### config.mk
export PLATFORM = sky130hd
export DESIGN_NAME = flit_seg_port
export DESIGN_NICKNAME = d
export VERILOG_FILES = /design/src/rtl/flit_seg_pkg.sv /design/src/rtl/flit_seg_beat_ctr.sv /design/src/rtl/flit_seg_tx.sv /design/src/rtl/flit_seg_rx.sv /design/src/rtl/flit_seg_port.sv
export SDC_FILE = /design/constraint.sdc
export NUM_CORES = 1
export LEC_CHECK = 0
export BUFFER_PORTS_ARGS = -buffer_cell sky130_fd_sc_hd__buf_4
export CELL_PAD_IN_SITES_DETAIL_PLACEMENT = 1
export CELL_PAD_IN_SITES_GLOBAL_PLACEMENT = 1
export CORE_UTILIZATION = 38
export DETAILED_ROUTE_END_ITERATION = 8
export GPL_TIMING_DRIVEN = 0
export PLACE_DENSITY_LB_ADDON = 0.1
export SYNTH_ARGS = -nofsm -noshare
export SYNTH_HDL_FRONTEND = slang
export SYNTH_HIERARCHICAL = 1
export SYNTH_SLANG_ARGS = --single-unit
### constraint.sdc
create_clock -name clk -period 1.6 [get_ports clk]
set_input_delay 0 -clock clk [delete_from_list [all_inputs] [get_ports clk]]
set_output_delay 0 -clock clk [all_outputs]
set_load 0.1 [all_outputs]
### src/rtl/flit_seg_pkg.sv
package flit_seg_pkg;

    typedef enum logic {
        TX_IDLE,
        TX_SEND
    } tx_state_e;

    typedef enum logic {
        RX_HUNT,
        RX_GATHER
    } rx_state_e;

    // Number of pin-wide slices needed to carry len bits.
    function automatic int frame_beats(input int len, input int width);
        return (len + width - 1) / width;
    endfunction

endpackage

### src/rtl/flit_seg_beat_ctr.sv
module flit_seg_beat_ctr #(
    parameter int LIMIT = 4
) (
    input  logic clk,
    input  logic rst_n,
    input  logic clear,
    input  logic step,
    output logic at_limit
);
    localparam int CW = (LIMIT > 1) ? $clog2(LIMIT) : 1;

    logic [CW-1:0] count;

    assign at_limit = (count == CW'(LIMIT - 1));

    always_ff @(posedge clk or negedge rst_n) begin
        if (!rst_n) begin
            count <= '0;
        end else if (clear) begin
            count <= '0;
        end else if (step) begin
            count <= at_limit ? '0 : count + CW'(1);
        end
    end
endmodule

### src/rtl/flit_seg_tx.sv
module flit_seg_tx
    import flit_seg_pkg::*;
#(
    parameter int PIN_W  = 4,
    parameter int SEG_W  = 3,
    parameter int DATA_W = 8
) (
    input  logic              clk,
    input  logic              rst_n,
    input  logic              in_valid,
    output logic              in_ready,
    input  logic [SEG_W-1:0]  in_seg,
    input  logic              in_last,
    input  logic [DATA_W-1:0] in_data,
    output logic [PIN_W-1:0]  pins
);
    localparam int FRAME_LEN = SEG_W + DATA_W + 2;
    localparam int BEATS     = frame_beats(FRAME_LEN, PIN_W);
    localparam int PADDED    = BEATS * PIN_W;
    localparam int PAD_LEN   = PADDED - FRAME_LEN;

    tx_state_e              state, state_nxt;
    logic [PADDED-1:0]      shreg;
    logic [FRAME_LEN-1:0]   frame;
    logic                   accept;
    logic                   sending;
    logic                   final_beat;

    assign accept  = in_valid && (state == TX_IDLE);
    assign sending = (state == TX_SEND);
    assign frame   = {1'b1, in_seg, in_last, in_data};

    flit_seg_beat_ctr #(.LIMIT(BEATS)) u_beats (
        .clk      (clk),
        .rst_n    (rst_n),
        .clear    (accept),
        .step     (sending),
        .at_limit (final_beat)
    );

    // State register
    always_ff @(posedge clk or negedge rst_n) begin
        if (!rst_n) begin
            state <= TX_IDLE;
        end else begin
            state <= state_nxt;
        end
    end

    // Transitions: accept (IDLE->SEND), final slice (SEND->IDLE)
    always_comb begin
        state_nxt = state;
        unique case (state)
            TX_IDLE: if (in_valid)   state_nxt = TX_SEND;
            TX_SEND: if (final_beat) state_nxt = TX_IDLE;
            default:                 state_nxt = TX_IDLE;
        endcase
    end

    // Frame shift register: loaded padded on accept, shifted each slice
    always_ff @(posedge clk or negedge rst_n) begin
        if (!rst_n) begin
            shreg <= '0;
        end else if (accept) begin
            shreg <= PADDED'(frame) << PAD_LEN;
        end else if (sending) begin
            shreg <= shreg << PIN_W;
        end
    end

    // Outputs
    always_comb begin
        in_ready = (state == TX_IDLE);
        pins     = sending ? shreg[PADDED-1 -: PIN_W] : '0;
    end
endmodule

### src/rtl/flit_seg_rx.sv
module flit_seg_rx
    import flit_seg_pkg::*;
#(
    parameter int PIN_W  = 4,
    parameter int SEG_W  = 3,
    parameter int DATA_W = 8
) (
    input  logic              clk,
    input  logic              rst_n,
    input  logic [PIN_W-1:0]  pins,
    output logic              out_valid,
    output logic [SEG_W-1:0]  out_seg,
    output logic              out_last,
    output logic [DATA_W-1:0] out_data
);
    localparam int FRAME_LEN = SEG_W + DATA_W + 2;
    localparam int BEATS     = frame_beats(FRAME_LEN, PIN_W);
    localparam int PADDED    = BEATS * PIN_W;
    localparam int PAD_LEN   = PADDED - FRAME_LEN;
    localparam bit SINGLE    = (BEATS == 1);
    localparam int GATHER_N  = SINGLE ? 1 : BEATS - 1;

    rx_state_e              state, state_nxt;
    logic [PADDED-1:0]      shreg;
    logic [PADDED-1:0]      assembled;
    logic [FRAME_LEN-2:0]   body;
    logic                   start_seen;
    logic                   hunting;
    logic                   gather_done;
    logic                   complete;

    assign hunting    = (state == RX_HUNT);
    assign start_seen = pins[PIN_W-1];

    flit_seg_beat_ctr #(.LIMIT(GATHER_N)) u_beats (
        .clk      (clk),
        .rst_n    (rst_n),
        .clear    (hunting),
        .step     (state == RX_GATHER),
        .at_limit (gather_done)
    );

    // Word as it stands once the current slice is included; padding
    // and the start bit fall away in the body extraction.
    always_comb begin
        assembled = hunting ? PADDED'(pins) : ((shreg << PIN_W) | PADDED'(pins));
        body      = (FRAME_LEN - 1)'(assembled >> PAD_LEN);
        complete  = hunting ? (start_seen && SINGLE) : gather_done;
    end

    // State register
    always_ff @(posedge clk or negedge rst_n) begin
        if (!rst_n) begin
            state <= RX_HUNT;
        end else begin
            state <= state_nxt;
        end
    end

    // Transitions: start bit (HUNT->GATHER), final slice (GATHER->HUNT)
    always_comb begin
        state_nxt = state;
        unique case (state)
            RX_HUNT:   if (start_seen && !SINGLE) state_nxt = RX_GATHER;
            RX_GATHER: if (gather_done)           state_nxt = RX_HUNT;
            default:                              state_nxt = RX_HUNT;
        endcase
    end

    always_ff @(posedge clk or negedge rst_n) begin
        if (!rst_n) begin
            shreg <= '0;
        end else if (!hunting || start_seen) begin
            shreg <= assembled;
        end
    end

    // Outputs: registered fields with a one-cycle strobe
    always_ff @(posedge clk or negedge rst_n) begin
        if (!rst_n) begin
            out_valid <= 1'b0;
            out_seg   <= '0;
            out_last  <= 1'b0;
            out_data  <= '0;
        end else begin
            out_valid <= complete;
            if (complete) begin
                out_seg  <= body[FRAME_LEN-2 -: SEG_W];
                out_last <= body[DATA_W];
                out_data <= body[DATA_W-1:0];
            end
        end
    end
endmodule

### src/rtl/flit_seg_port.sv
module flit_seg_port #(
    parameter int PIN_W  = 4,
    parameter int SEG_W  = 3,
    parameter int DATA_W = 8
) (
    input  logic              clk,
    input  logic              rst_n,
    input  logic              tx_valid,
    output logic              tx_ready,
    input  logic [SEG_W-1:0]  tx_seg,
    input  logic              tx_last,
    input  logic [DATA_W-1:0] tx_data,
    output logic [PIN_W-1:0]  tx_pins,
    input  logic [PIN_W-1:0]  rx_pins,
    output logic              rx_valid,
    output logic [SEG_W-1:0]  rx_seg,
    output logic              rx_last,
    output logic [DATA_W-1:0] rx_data
);
    flit_seg_tx #(.PIN_W(PIN_W), .SEG_W(SEG_W), .DATA_W(DATA_W)) u_tx (
        .clk      (clk),
        .rst_n    (rst_n),
        .in_valid (tx_valid),
        .in_ready (tx_ready),
        .in_seg   (tx_seg),
        .in_last  (tx_last),
        .in_data  (tx_data),
        .pins     (tx_pins)
    );

    flit_seg_rx #(.PIN_W(PIN_W), .SEG_W(SEG_W), .DATA_W(DATA_W)) u_rx (
        .clk       (clk),
        .rst_n     (rst_n),
        .pins      (rx_pins),
        .out_valid (rx_valid),
        .out_seg   (rx_seg),
        .out_last  (rx_last),
        .out_data  (rx_data)
    );
endmodule

== Word-level counts from Yosys, hierarchy flattened ==
Cells that the tools add are included.

* Add/subtract/negate cells: 2
* Shift-type cells: 0
* Equal/unequal tests: 2
* Reduce and logical (&&, ||, !) cells: 3
* Multiply operators: 0
* Bitwise gates (word level): 3
* Div/mod/pow operators: 0
* Muxes and demuxes: 16
* $lt $le $gt $ge: 0

{| class="wikitable"
|+ Operators by type and width
! cell !! number
|-
| 16-bit two-way mux || 2
|-
| 15-bit two-way mux || 1
|-
| 15-bit by 4-bit OR with 15-bit output || 1
|-
| 2-bit two-way mux || 5
|-
| 1-bit two-way mux || 5
|-
| 2-bit by 1-bit adder with 2-bit output, second input constant || 2
|-
| 2-bit == test, second input constant || 2
|-
| 4-bit two-way mux || 1
|-
| 1-bit case mux with 2 select lines || 2
|-
| 1-bit NOT || 2
|-
| 2-bit nonzero test || 1
|-
| 1-bit logical AND || 1
|-
| 1-bit logical OR || 1
|}

* Bits in writable memories: 0
* Input port bits: 19
* Output and inout bits: 18
* Logic and storage cells: 36
* Flip-flop bits (word level): 46
* Bits in read-only memories: 0
* Memories: 0
* Latch bits: 0

== Depth between registers and ports, before layout ==
* Depth in word-level cells: 4
* Gate-level depth with buffers: 4
* Gate-level depth less buffers: 3

== Hierarchy ==
Netlist, hierarchy kept.

{| class="wikitable"
|+ By module, submodules not included
! module !! cells an instance !! area each (um^2) !! instances !! sequential area each (um^2)
|-
| flit_seg_rx || 72 || 1002.2 || 1 || 625.6
|-
| flit_seg_tx || 61 || 656.9 || 1 || 350.3
|-
| flit_seg_beat_ctr at u_tx.u_beats || 8 || 100.1 || 1 || 50.0
|-
| flit_seg_beat_ctr at u_rx.u_beats || 9 || 95.1 || 1 || 50.0
|}

== Least setup slack after synthesis ==
Ideal clock, no wire load.

* Path kind: register to output
* Start point: register u_tx.state (netlist: u_tx/sending)
* End point: output port tx_pins[0]
* Data required time: 1.600 ns
* Buffers on the path: 2
* Stages on the path, launching flop included: 4
* Data arrival time: 1.477 ns
* Path slack: 0.123 ns
* Path through: dfrtp_1 > buf_2 > clkbuf_2 > and2_1

* Cells in the longest elaborated chain, start to end: 1

{| class="wikitable"
|+ Ends and longest elaborated chain
! element !! line !! RTL
|-
| start, declared || flit_seg_tx.sv:22 || <nowiki>tx_state_e state, state_nxt;</nowiki>
|-
| start signal, assigned || flit_seg_tx.sv:46 || <nowiki>state <= state_nxt;</nowiki>
|-
| 4-bit two-way mux || flit_seg_tx.sv:74 || <nowiki>pins = sending ? shreg[PADDED-1 -: PIN_W] : '0;</nowiki>
|-
| end, declared || flit_seg_port.sv:13 || <nowiki>output logic [PIN_W-1:0] tx_pins,</nowiki>
|}

Every way passes these cells.

== Worst setup path after layout ==
* Start point: register u_tx.state (netlist: u_tx/sending)
* End point: output port tx_pins[3]

The elaborated chain is that of the path after synthesis.

==> impl_results.md <==
* Synth area leader: dfrtp_1
* Min Hold Slack at 0.02321 ns
* CTS Sinks at 43
* Clk buf depth at 2
* Antenna violations before repair at 0
* Remaining Overflow, GRT at 0
* Root buffer cell: clkbuf_8
* Final ANT Viol Nets at 0
* Status: finished clean
* Synth unique cells at 26
* FMAX at ~710 MHz
* Total GRT Usage at roughly 17%
* HPWL after DPL at 2550 um
* Antenna cells at 0
* WL final at 3818 um
* Drt wl/cell at around 14 um
* CTS H-tree depth at 2
* Final Hold Fails at 0
* Via count at 1272
* Boundary Pins at 37
* RSZ-0062 raised after global routing: false
* CORE AREA at 0.004723 sq mm
* Critical Path AT at 1.41 ns
* First-pass GRT wire length at between 6000 and 7000 um
* FF+latch count, synth at 43
* Most frequent cells in the layout: 43 x dfrtp_1, 32 x buf_4, 16 x nand2_1
* Sequential area share after synthesis at 58.03%
* Die area at between 0.005 and 0.006 sq mm
* Measured slew at the worst slew-check pin at 0.5590 ns
* Port Buffers at 35
* Mean Syn Cell Area at 12.36 sq um
* Placer Congestion at around 0.69
* Initial Util at between 30 and 40%
* Post-Syn Nets at 170
* Reg clk slew, reported paths at 0.08 ns
* Max cap viols at 0
* DR iter-0 viols at 37
* Startpoint types: flip-flop
* Die Wd at ~70 um
* Post-Syn Area at between 0.0015 and 0.002 sq mm
* YS warnings at 6
* Clk_lat worst skew at approximately 0.30 ns
* CTS buffer count at 5
* DR vias/cell at roughly 4.6
* Share of cells above drive strength 1 at between 30% and 40%
* Post-layout min period at between 1 and 1.5 ns
* DR DRC count at 0
* Worst-path maximum fanout at 19
* Nets at ~230
* Skew final at 0.004505 ns
* Most common cell after layout, fill and taps aside: dfrtp_1
* Row count at 25
* Req. time, crit path at 1.60 ns
* Layout area overhead at 32.93%
* Initial DRT Pass Iterations at 4
* Hold Path Class: in -> reg
* Slew HR at 62.73%
* Setup CP Type: reg -> out
* Largest net degree at the start of global routing at 44
* Tcrit/Tclk final at 88.24%
* Top-area cell type share of the netlist area at 58.03%
* Ranking of synthesized cells by area: dfrtp_1 58%, mux2_4 7.3%, mux2i_1 7.0%
* Final Slew Violations at 0
* Setup TNS at 0 ns
* Final setup fails at 0
* CTS tree: built
* CP endpoint kind: output pin
* Cells after Synth at 150
* Number of global-route vias before repair at ~1400
* Die Ht at about 72 um
==> worst max-delay path, stage by stage, from the launching register on <==
cell and delay [ns]:
dfrtp_1 0.39, buf_2 0.31, and2_1 0.19, buf_6 0.22
==> routing by layer <==
metal / routed length, um / vias to the layer above / global-route usage (%)
met1: 1649 / 626 / 18.69
met5: 0 / - / 0
met4: 50 / 0 / 6.536
li1: - / 607 / -
met3: 144 / 8 / 5.063
met2: 1974 / 31 / 30.08
==> cell type report <==
cell class	instances	area, sq um
fillers	509	2258
flip-flops and latches	43	1076
multi-input cells	95	693.2
repair buffers	50	427.9
clock buffers	7	96.34
well taps	67	83.83
plain buffers	8	68.82
inverters	3	11.26
clock inverters	1	7.507
==> repair_timing <==
item	CTS	global route
cloned	0	0
buffers inserted	0	0
hold endpoints to repair	57	0
resized for setup	4	0
setup endpoints to repair	4	4
hold buffers	15	0
==> path summary, 6_finish.rpt <==
path                                         end                   from  cells after the start  slack, ns
max                                   tx_pins[3]           u_tx/sending                      3       0.19
min                               u_tx/shreg[10]             tx_data[7]                      3       0.02
max reg2reg                     u_rx/out_data[5]  u_rx/u_beats/count[1]                      4       0.23
min reg2reg                       u_tx/shreg[15]         u_tx/shreg[11]                      2       0.50
max in group asynchronous       u_rx/out_data[2]                  rst_n                      2       0.98
min in group asynchronous  u_tx/u_beats/count[0]                  rst_n                      2       0.23
==> logic make-up after synthesis <==
kind of cell / share of synthesized area, %
muxes: 17.95
adders and majority gates: 0.6747
AOI/OAI and AO/OA: 6.411
buffers and inverters: 4.588
and+or+nand+nor: 12.35
DFF: 58.03
==> Yosys cell counts, drive strengths merged <==
cell type and number:
dfrtp 43, nand2 17, o21ai 17, mux2 15, mux2i 13, nand2b 11, buf 7, nor2 7
and2 4, a21oi 3, inv 3, clkbuf 2, nor2b 2, or3b 2, a21o 1, ha 1
nand3b 1, o21bai 1
==> metrics by stage <==
step / area (sq um) / instances / worst slack (ns) / utilization, %
2_1_floorplan: 1854 / 150 / 0.1231 / -
5_1_grt: 2465 / 274 / 0.07005 / 52.19
3_5_place_dp: 2201 / 252 / 0.2491 / 46.60
4_1_cts: 2470 / 275 / 0.01298 / 52.29
6_report: 2465 / 274 / 0.1882 / 52.19
3_3_place_gp: 2201 / 252 / 0.2764 / 46.60
==> flip-flops by register name (all words and copies together), names as in the netlist <==
register / flops
u_rx/shreg: 11
u_rx/out_seg: 3
u_tx/shreg: 13
u_rx/u_beats/count: 2
u_rx/out_valid: 1
u_tx/u_beats/count: 2
u_rx/out_last: 1
u_rx/state: 1
u_rx/out_data: 8
u_tx/sending: 1
Power is not shown: default switching activity piles up to over one toggle a cycle in this logic, so the estimate is an artifact.
